**src/rtl/irs_pkg.sv**
```systemverilog
package irs_pkg;
    typedef enum logic [1:0] {
        ST_IDLE,
        ST_RESOLVE,
        ST_HOLD
    } irs_state_e;

    localparam int VEC_W    = 32;
    localparam int VEC_HALF = VEC_W / 2;
endpackage

```
**src/rtl/irs_arb_node.sv**
```systemverilog
// One comparison node: the right input covers higher-numbered sources,
// so it wins on equal priority.
module irs_arb_node #(
    parameter int ID_W   = 6,
    parameter int PRIO_W = 4
) (
    input  logic              l_v,
    input  logic [ID_W-1:0]   l_id,
    input  logic [PRIO_W-1:0] l_p,
    input  logic              r_v,
    input  logic [ID_W-1:0]   r_id,
    input  logic [PRIO_W-1:0] r_p,
    output logic              o_v,
    output logic [ID_W-1:0]   o_id,
    output logic [PRIO_W-1:0] o_p
);
    logic take_r;

    always_comb begin
        take_r = r_v && (!l_v || (r_p >= l_p));
        o_v    = l_v || r_v;
        o_id   = take_r ? r_id : l_id;
        o_p    = take_r ? r_p  : l_p;
    end
endmodule

```
**src/rtl/irs_tree.sv**
```systemverilog
// Balanced tournament over all sources, heap-indexed: node i has children
// 2i+1 (lower sources) and 2i+2 (higher sources); leaves start at NUM_SRC-1.
module irs_tree #(
    parameter int NUM_SRC = 64,
    parameter int PRIO_W  = 4,
    localparam int ID_W   = $clog2(NUM_SRC)
) (
    input  logic [NUM_SRC-1:0]        active,
    input  logic [NUM_SRC*PRIO_W-1:0] prio_flat,
    output logic                      found,
    output logic [ID_W-1:0]           id,
    output logic [PRIO_W-1:0]         prio
);
    localparam int NODES = 2 * NUM_SRC - 1;
    localparam int FIRST_LEAF = NUM_SRC - 1;

    logic              nv  [NODES];
    logic [ID_W-1:0]   nid [NODES];
    logic [PRIO_W-1:0] np  [NODES];

    for (genvar n = 0; n < NUM_SRC; n++) begin : g_leaf
        assign nv[FIRST_LEAF+n]  = active[n];
        assign nid[FIRST_LEAF+n] = ID_W'(n);
        assign np[FIRST_LEAF+n]  = prio_flat[n*PRIO_W +: PRIO_W];
    end

    for (genvar i = 0; i < FIRST_LEAF; i++) begin : g_node
        irs_arb_node #(.ID_W(ID_W), .PRIO_W(PRIO_W)) u_node (
            .l_v (nv[2*i+1]),  .l_id(nid[2*i+1]), .l_p(np[2*i+1]),
            .r_v (nv[2*i+2]),  .r_id(nid[2*i+2]), .r_p(np[2*i+2]),
            .o_v (nv[i]),      .o_id(nid[i]),     .o_p(np[i])
        );
    end

    assign found = nv[0];
    assign id    = nv[0] ? nid[0] : '0;
    assign prio  = nv[0] ? np[0]  : '0;
endmodule

```
**src/rtl/irs_gate.sv**
```systemverilog
// Threshold decision from the winning priority (the maximum active one).
module irs_gate #(
    parameter int PRIO_W = 4,
    parameter int MASK_W = 5
) (
    input  logic              found,
    input  logic [PRIO_W-1:0] prio,
    input  logic [MASK_W-1:0] mask,
    output logic              irq
);
    localparam int CMP_W = (PRIO_W > MASK_W) ? PRIO_W : MASK_W;
    localparam logic [MASK_W-1:0] BYPASS = '1;

    logic [CMP_W-1:0] p_ext;
    logic [CMP_W-1:0] m_ext;

    always_comb begin
        p_ext = CMP_W'(prio);
        m_ext = CMP_W'(mask);
        if (!found)
            irq = 1'b0;
        else if (mask == BYPASS)
            irq = 1'b1;
        else
            irq = (p_ext > m_ext);
    end
endmodule

```
**src/rtl/irs_ctrl.sv**
```systemverilog
module irs_ctrl
    import irs_pkg::*;
(
    input  logic clk,
    input  logic rst_n,
    input  logic in_valid,
    input  logic out_ready,
    output logic in_ready,
    output logic out_valid,
    output logic load_in,
    output logic load_out
);
    irs_state_e state_q, state_d;

    always_ff @(posedge clk) begin
        if (!rst_n) state_q <= ST_IDLE;
        else        state_q <= state_d;
    end

    always_comb begin
        state_d = state_q;
        unique case (state_q)
            ST_IDLE:    if (in_valid)  state_d = ST_RESOLVE;   // accept
            ST_RESOLVE:                state_d = ST_HOLD;      // publish
            ST_HOLD:    if (out_ready) state_d = ST_IDLE;      // release
            default:                   state_d = ST_IDLE;
        endcase
    end

    always_comb begin
        in_ready  = 1'b0;
        out_valid = 1'b0;
        load_in   = 1'b0;
        load_out  = 1'b0;
        unique case (state_q)
            ST_IDLE: begin
                in_ready = 1'b1;
                load_in  = in_valid;
            end
            ST_RESOLVE: load_out  = 1'b1;
            ST_HOLD:    out_valid = 1'b1;
            default: ;
        endcase
    end
endmodule

```
**src/rtl/priority_mask_resolver.sv**
```systemverilog
module priority_mask_resolver
    import irs_pkg::*;
#(
    parameter int NUM_SRC = 64,
    parameter int PRIO_W  = 4,
    parameter int MASK_W  = 5,
    localparam int ID_W   = $clog2(NUM_SRC)
) (
    input  logic                      clk,
    input  logic                      rst_n,
    input  logic                      in_valid,
    output logic                      in_ready,
    input  logic [NUM_SRC-1:0]        req_active,
    input  logic [NUM_SRC*PRIO_W-1:0] prio_flat,
    input  logic [MASK_W-1:0]         mask,
    output logic                      out_valid,
    input  logic                      out_ready,
    output logic                      irq_assert,
    output logic                      win_found,
    output logic [ID_W-1:0]           win_id,
    output logic [PRIO_W-1:0]         win_prio,
    output logic [VEC_W-1:0]          vector
);
    logic                      load_in, load_out;
    logic [NUM_SRC-1:0]        cap_active;
    logic [NUM_SRC*PRIO_W-1:0] cap_prio;
    logic [MASK_W-1:0]         cap_mask;
    logic                      t_found, t_irq;
    logic [ID_W-1:0]           t_id;
    logic [PRIO_W-1:0]         t_prio;
    logic [VEC_W-1:0]          t_vec;

    irs_ctrl u_ctrl (
        .clk      (clk),
        .rst_n    (rst_n),
        .in_valid (in_valid),
        .out_ready(out_ready),
        .in_ready (in_ready),
        .out_valid(out_valid),
        .load_in  (load_in),
        .load_out (load_out)
    );

    always_ff @(posedge clk) begin
        if (!rst_n) begin
            cap_active <= '0;
            cap_prio   <= '0;
            cap_mask   <= '1;
        end else if (load_in) begin
            cap_active <= req_active;
            cap_prio   <= prio_flat;
            cap_mask   <= mask;
        end
    end

    irs_tree #(.NUM_SRC(NUM_SRC), .PRIO_W(PRIO_W)) u_tree (
        .active   (cap_active),
        .prio_flat(cap_prio),
        .found    (t_found),
        .id       (t_id),
        .prio     (t_prio)
    );

    irs_gate #(.PRIO_W(PRIO_W), .MASK_W(MASK_W)) u_gate (
        .found(t_found),
        .prio (t_prio),
        .mask (cap_mask),
        .irq  (t_irq)
    );

    always_comb begin
        if (t_found)
            t_vec = {VEC_HALF'(t_id), VEC_HALF'(t_prio)};
        else
            t_vec = '1;
    end

    always_ff @(posedge clk) begin
        if (!rst_n) begin
            irq_assert <= 1'b0;
            win_found  <= 1'b0;
            win_id     <= '0;
            win_prio   <= '0;
            vector     <= '1;
        end else if (load_out) begin
            irq_assert <= t_irq;
            win_found  <= t_found;
            win_id     <= t_id;
            win_prio   <= t_prio;
            vector     <= t_vec;
        end
    end
endmodule

```
**config.mk**
```make
export PLATFORM = sky130hd
export DESIGN_NAME = priority_mask_resolver
export DESIGN_NICKNAME = d
export VERILOG_FILES = /design/src/rtl/irs_pkg.sv /design/src/rtl/irs_arb_node.sv /design/src/rtl/irs_tree.sv /design/src/rtl/irs_gate.sv /design/src/rtl/irs_ctrl.sv /design/src/rtl/priority_mask_resolver.sv
export SDC_FILE = /design/constraint.sdc
export NUM_CORES = 1
export LEC_CHECK = 0
export ABC_AREA = 1
export BUFFER_PORTS_ARGS = -buffer_cell sky130_fd_sc_hd__buf_2
export CAP_MARGIN = 20
export CORE_MARGIN = 8
export CORE_UTILIZATION = 50
export CTS_CLUSTER_SIZE = 8
export DETAILED_ROUTE_END_ITERATION = 6
export PLACE_DENSITY = 0.7
export SETUP_SLACK_MARGIN = 0.4
export SLEW_MARGIN = 20
export SYNTH_ARGS = -nofsm -noshare
export SYNTH_HDL_FRONTEND = slang
export SYNTH_HIERARCHICAL = 1
export SYNTH_SLANG_ARGS = --single-unit
```
**constraint.sdc**
```tcl
create_clock -name clk -period 19.9 [get_ports clk]
set_input_delay 1.99 -clock clk [delete_from_list [all_inputs] [get_ports clk]]
set_output_delay 1.99 -clock clk [all_outputs]
set_load 0.05 [all_outputs]
```
==> impl_metrics.toml <==
[critical_path]
cpPeakStageDelay_ns = 0.36
cp_data_required_time_ns = 20.41
end_kind = "flop"
criticalPathCategory = "flop to flop"
crit_fanout = 11
r2r_cells = 68
slowest_stage = "dfxtp_1"
worstPathArrival_ns = 8.49
cp-start-kind = "flop"
path_buf_inv = 11
path_depth = 68
crit_family = "simple AND/OR/NAND/NOR gates"
path_common_cell = "nand2_1"

[floorplan]
design.core.area_um2 = 59100
initial_utilization = 0.507
ios = 375
die_width_um = 261
dieArea_um2 = 68000
rows = 89
die_h_um = 261

[timing]
min_period_ns = 7.98
finClkSkew_ns = 0.0212
fin_tns_setup_ns = 0
tightestPinTransition_ns = 1.03
drv_slew = 0
fmax_ghz = 0.125
grt_setup_unrepaired = "false"
setup_viol = 0
fin_ws_ns = 11.92
post-route-period-util = 0.401
hold_viol = 0
max_slew_margin = 0.310

[clock_network]
cts_num_sinks = 350
cts_hold_buf = 0
insertion_delay_ns = 0.59
cts_tree = "done"
cts-resized-gates = 0
clockRootBuffer = "clkbuf_16"
clkTransAtPathRegs_ns = 0.05
htreeDepth = 2
clock_path_buffers = 3
numCtsBuffers = 50
cts_setup_buffers = 0

[synthesis]
synthAdderAreaFrac = 0.107
synth_top_family_by_area = "simple AND/OR/NAND/NOR gates"
syn_area_um2 = 30000
seq_area_frac_synth = 0.234
synth_cell_types = 25
synthMuxAreaShare = 0
synth_seq_cells = 350
synth-compound-area-share = 0.0563
synthesis.instances = 4955
synth-xor-area-share = 0
synthSimpleGateAreaFrac = 0.463
avgSynthCellArea_um2 = 6.05
yosys_warnings = 6

[global_routing]
first_global_vias = 27300
grt_antenna_before_repair = 7
grt_first_pass_wirelength_um = 131000
track_usage = 0.226
grt_max_degree = 217
grt_overflow = 0

[routing]
wirelength_um = 79000
drc = 0
vias_per_cell = 4.73
vias = 29700
routed_wire_length_per_instance_um = 12.6
first_iter_violations = 1874
ant_nets = 0
dr.pass1.iters = 6

[power_and_ir_drop]
ir_worst_vdd_mv = 0.0921
p_leak_nw = 19.7
p_sw_frac = 0.450
p_seq_frac = 0.263
internal-power_mw = 1.76
power.density_nw_per_um2 = 96.1
net-switching-power_mw = 1.44
finalPower_mw = 3.20
p_clk_frac = 0.245
pwr-share-comb = 0.492

[layout]
nets = 6091
area_delta_synth_final_pct = 11.2
drive_gt1_frac = 0.115
final_util = 0.563
final_cells = 6289
nFillCells = 6210
final_cell_mix = "nand2_1, nor2_1, nand3_1, inv_1, conb_1"
layout_commonest_cell = "nand2_1"

[place]
placed_cells = 6227
dpl.hpwl_um = 59800
place.port_buffers = 374
globalplace.congestion = 0.884
dp_worst_setup_slack_ns = 12.00

[outcome]
outcome = "complete, no violations"

[run]
maxCapViolCount = 0

[min_path]
holdCritPathClass = "flop to flop"
hold_path_depth = 2
==> metal layers <==
| metal | share of wire | vias up | GRT usage |
|---|---|---|---|
| met5 | 0.00052 | - | 0 |
| li1 | - | 16200 | - |
| met1 | 0.50 | 12900 | 0.317 |
| met2 | 0.43 | 560 | 0.357 |
| met3 | 0.057 | 81 | 0.0397 |
| met4 | 0.018 | 6 | 0.0517 |
==> stage by stage <==
stage / cell area [um^2] / hold WS, ns
floorplan: 31400 / 0.429
global placement: 31900 / 0.442
detailed placement: 31900 / 0.450
CTS: 33300 / 0.466
global route: 33300 / 0.499
finish: 33300 / 0.468
==> cells by family (layout without fill, tap and decap cells) <==
group	Yosys count	count (layout)
compound gates	335	335
simple gates	3269	3269
flops	350	350
fa+ha+maj	256	256
other cells	2	388
buf+inv	743	918
==> registers in the layout, summed over array words and instances (netlist names), 2 cells and up <==
signal          flops
cap_active         64
u_ctrl/state_q      2
vector             11
win_id              6
win_prio            4
cap_prio          256
cap_mask            5
==> final timing paths <==
check | from | endpoint | slack (ns)
setup / recovery | cap_prio[155] | irq_assert | 11.92
hold reg to reg | cap_mask[2] | cap_mask[2] | 0.47
setup reg to reg | cap_prio[155] | irq_assert | 11.92
hold / removal | cap_mask[2] | cap_mask[2] | 0.47
==> synthesized netlist by cell type, drive strengths merged <==
cell / n / area, um^2
a21boi: 1 / 7.51
a21oi: 2 / 17.5
and3b: 63 / 552
buf: 226 / 2200
clkbuf: 37 / 165
conb: 2 / 7.51
dfxtp: 350 / 7010
ha: 256 / 3200
inv: 480 / 1810
nand2: 1827 / 7170
nand3: 649 / 3250
nor2: 665 / 2500
nor3: 2 / 15.0
o21ai: 332 / 1660
or2: 63 / 394
==> worst min-delay path: stages, from the launching register on <==
cell	delay, ns
dfxtp_1	0.33
nand2_1	0.05
nand3_1	0.05
==> power by group through the flow <==
stage          Combinational [mW]  Clock [mW]  Sequential [mW]
2_1_floorplan                1.33           0            0.850
3_3_place_gp                 1.52           0            0.855
3_5_place_dp                 1.55           0            0.855
4_1_cts                      1.56       0.806            0.842
5_1_grt                      1.83       0.829            0.853
6_report                     1.57       0.786            0.842
==> area by class of cell <==
| type | count | area [um^2] | share of cell area |
|---|---|---|---|
| diodes | 4 | 10.0 | 0.000300 |
| clock buffers | 57 | 1370 | 0.0412 |
| clock inverters | 1 | 5.00 | 0.000150 |
| inverters | 480 | 1810 | 0.0544 |
| multi-input cells | 4244 | 20200 | 0.607 |
| flip-flops and latches | 350 | 7010 | 0.210 |
| well taps | 773 | 967 | 0.0290 |
| repair buffers | 380 | 1930 | 0.0578 |
Note: power is estimated with default switching activity, not from simulation.
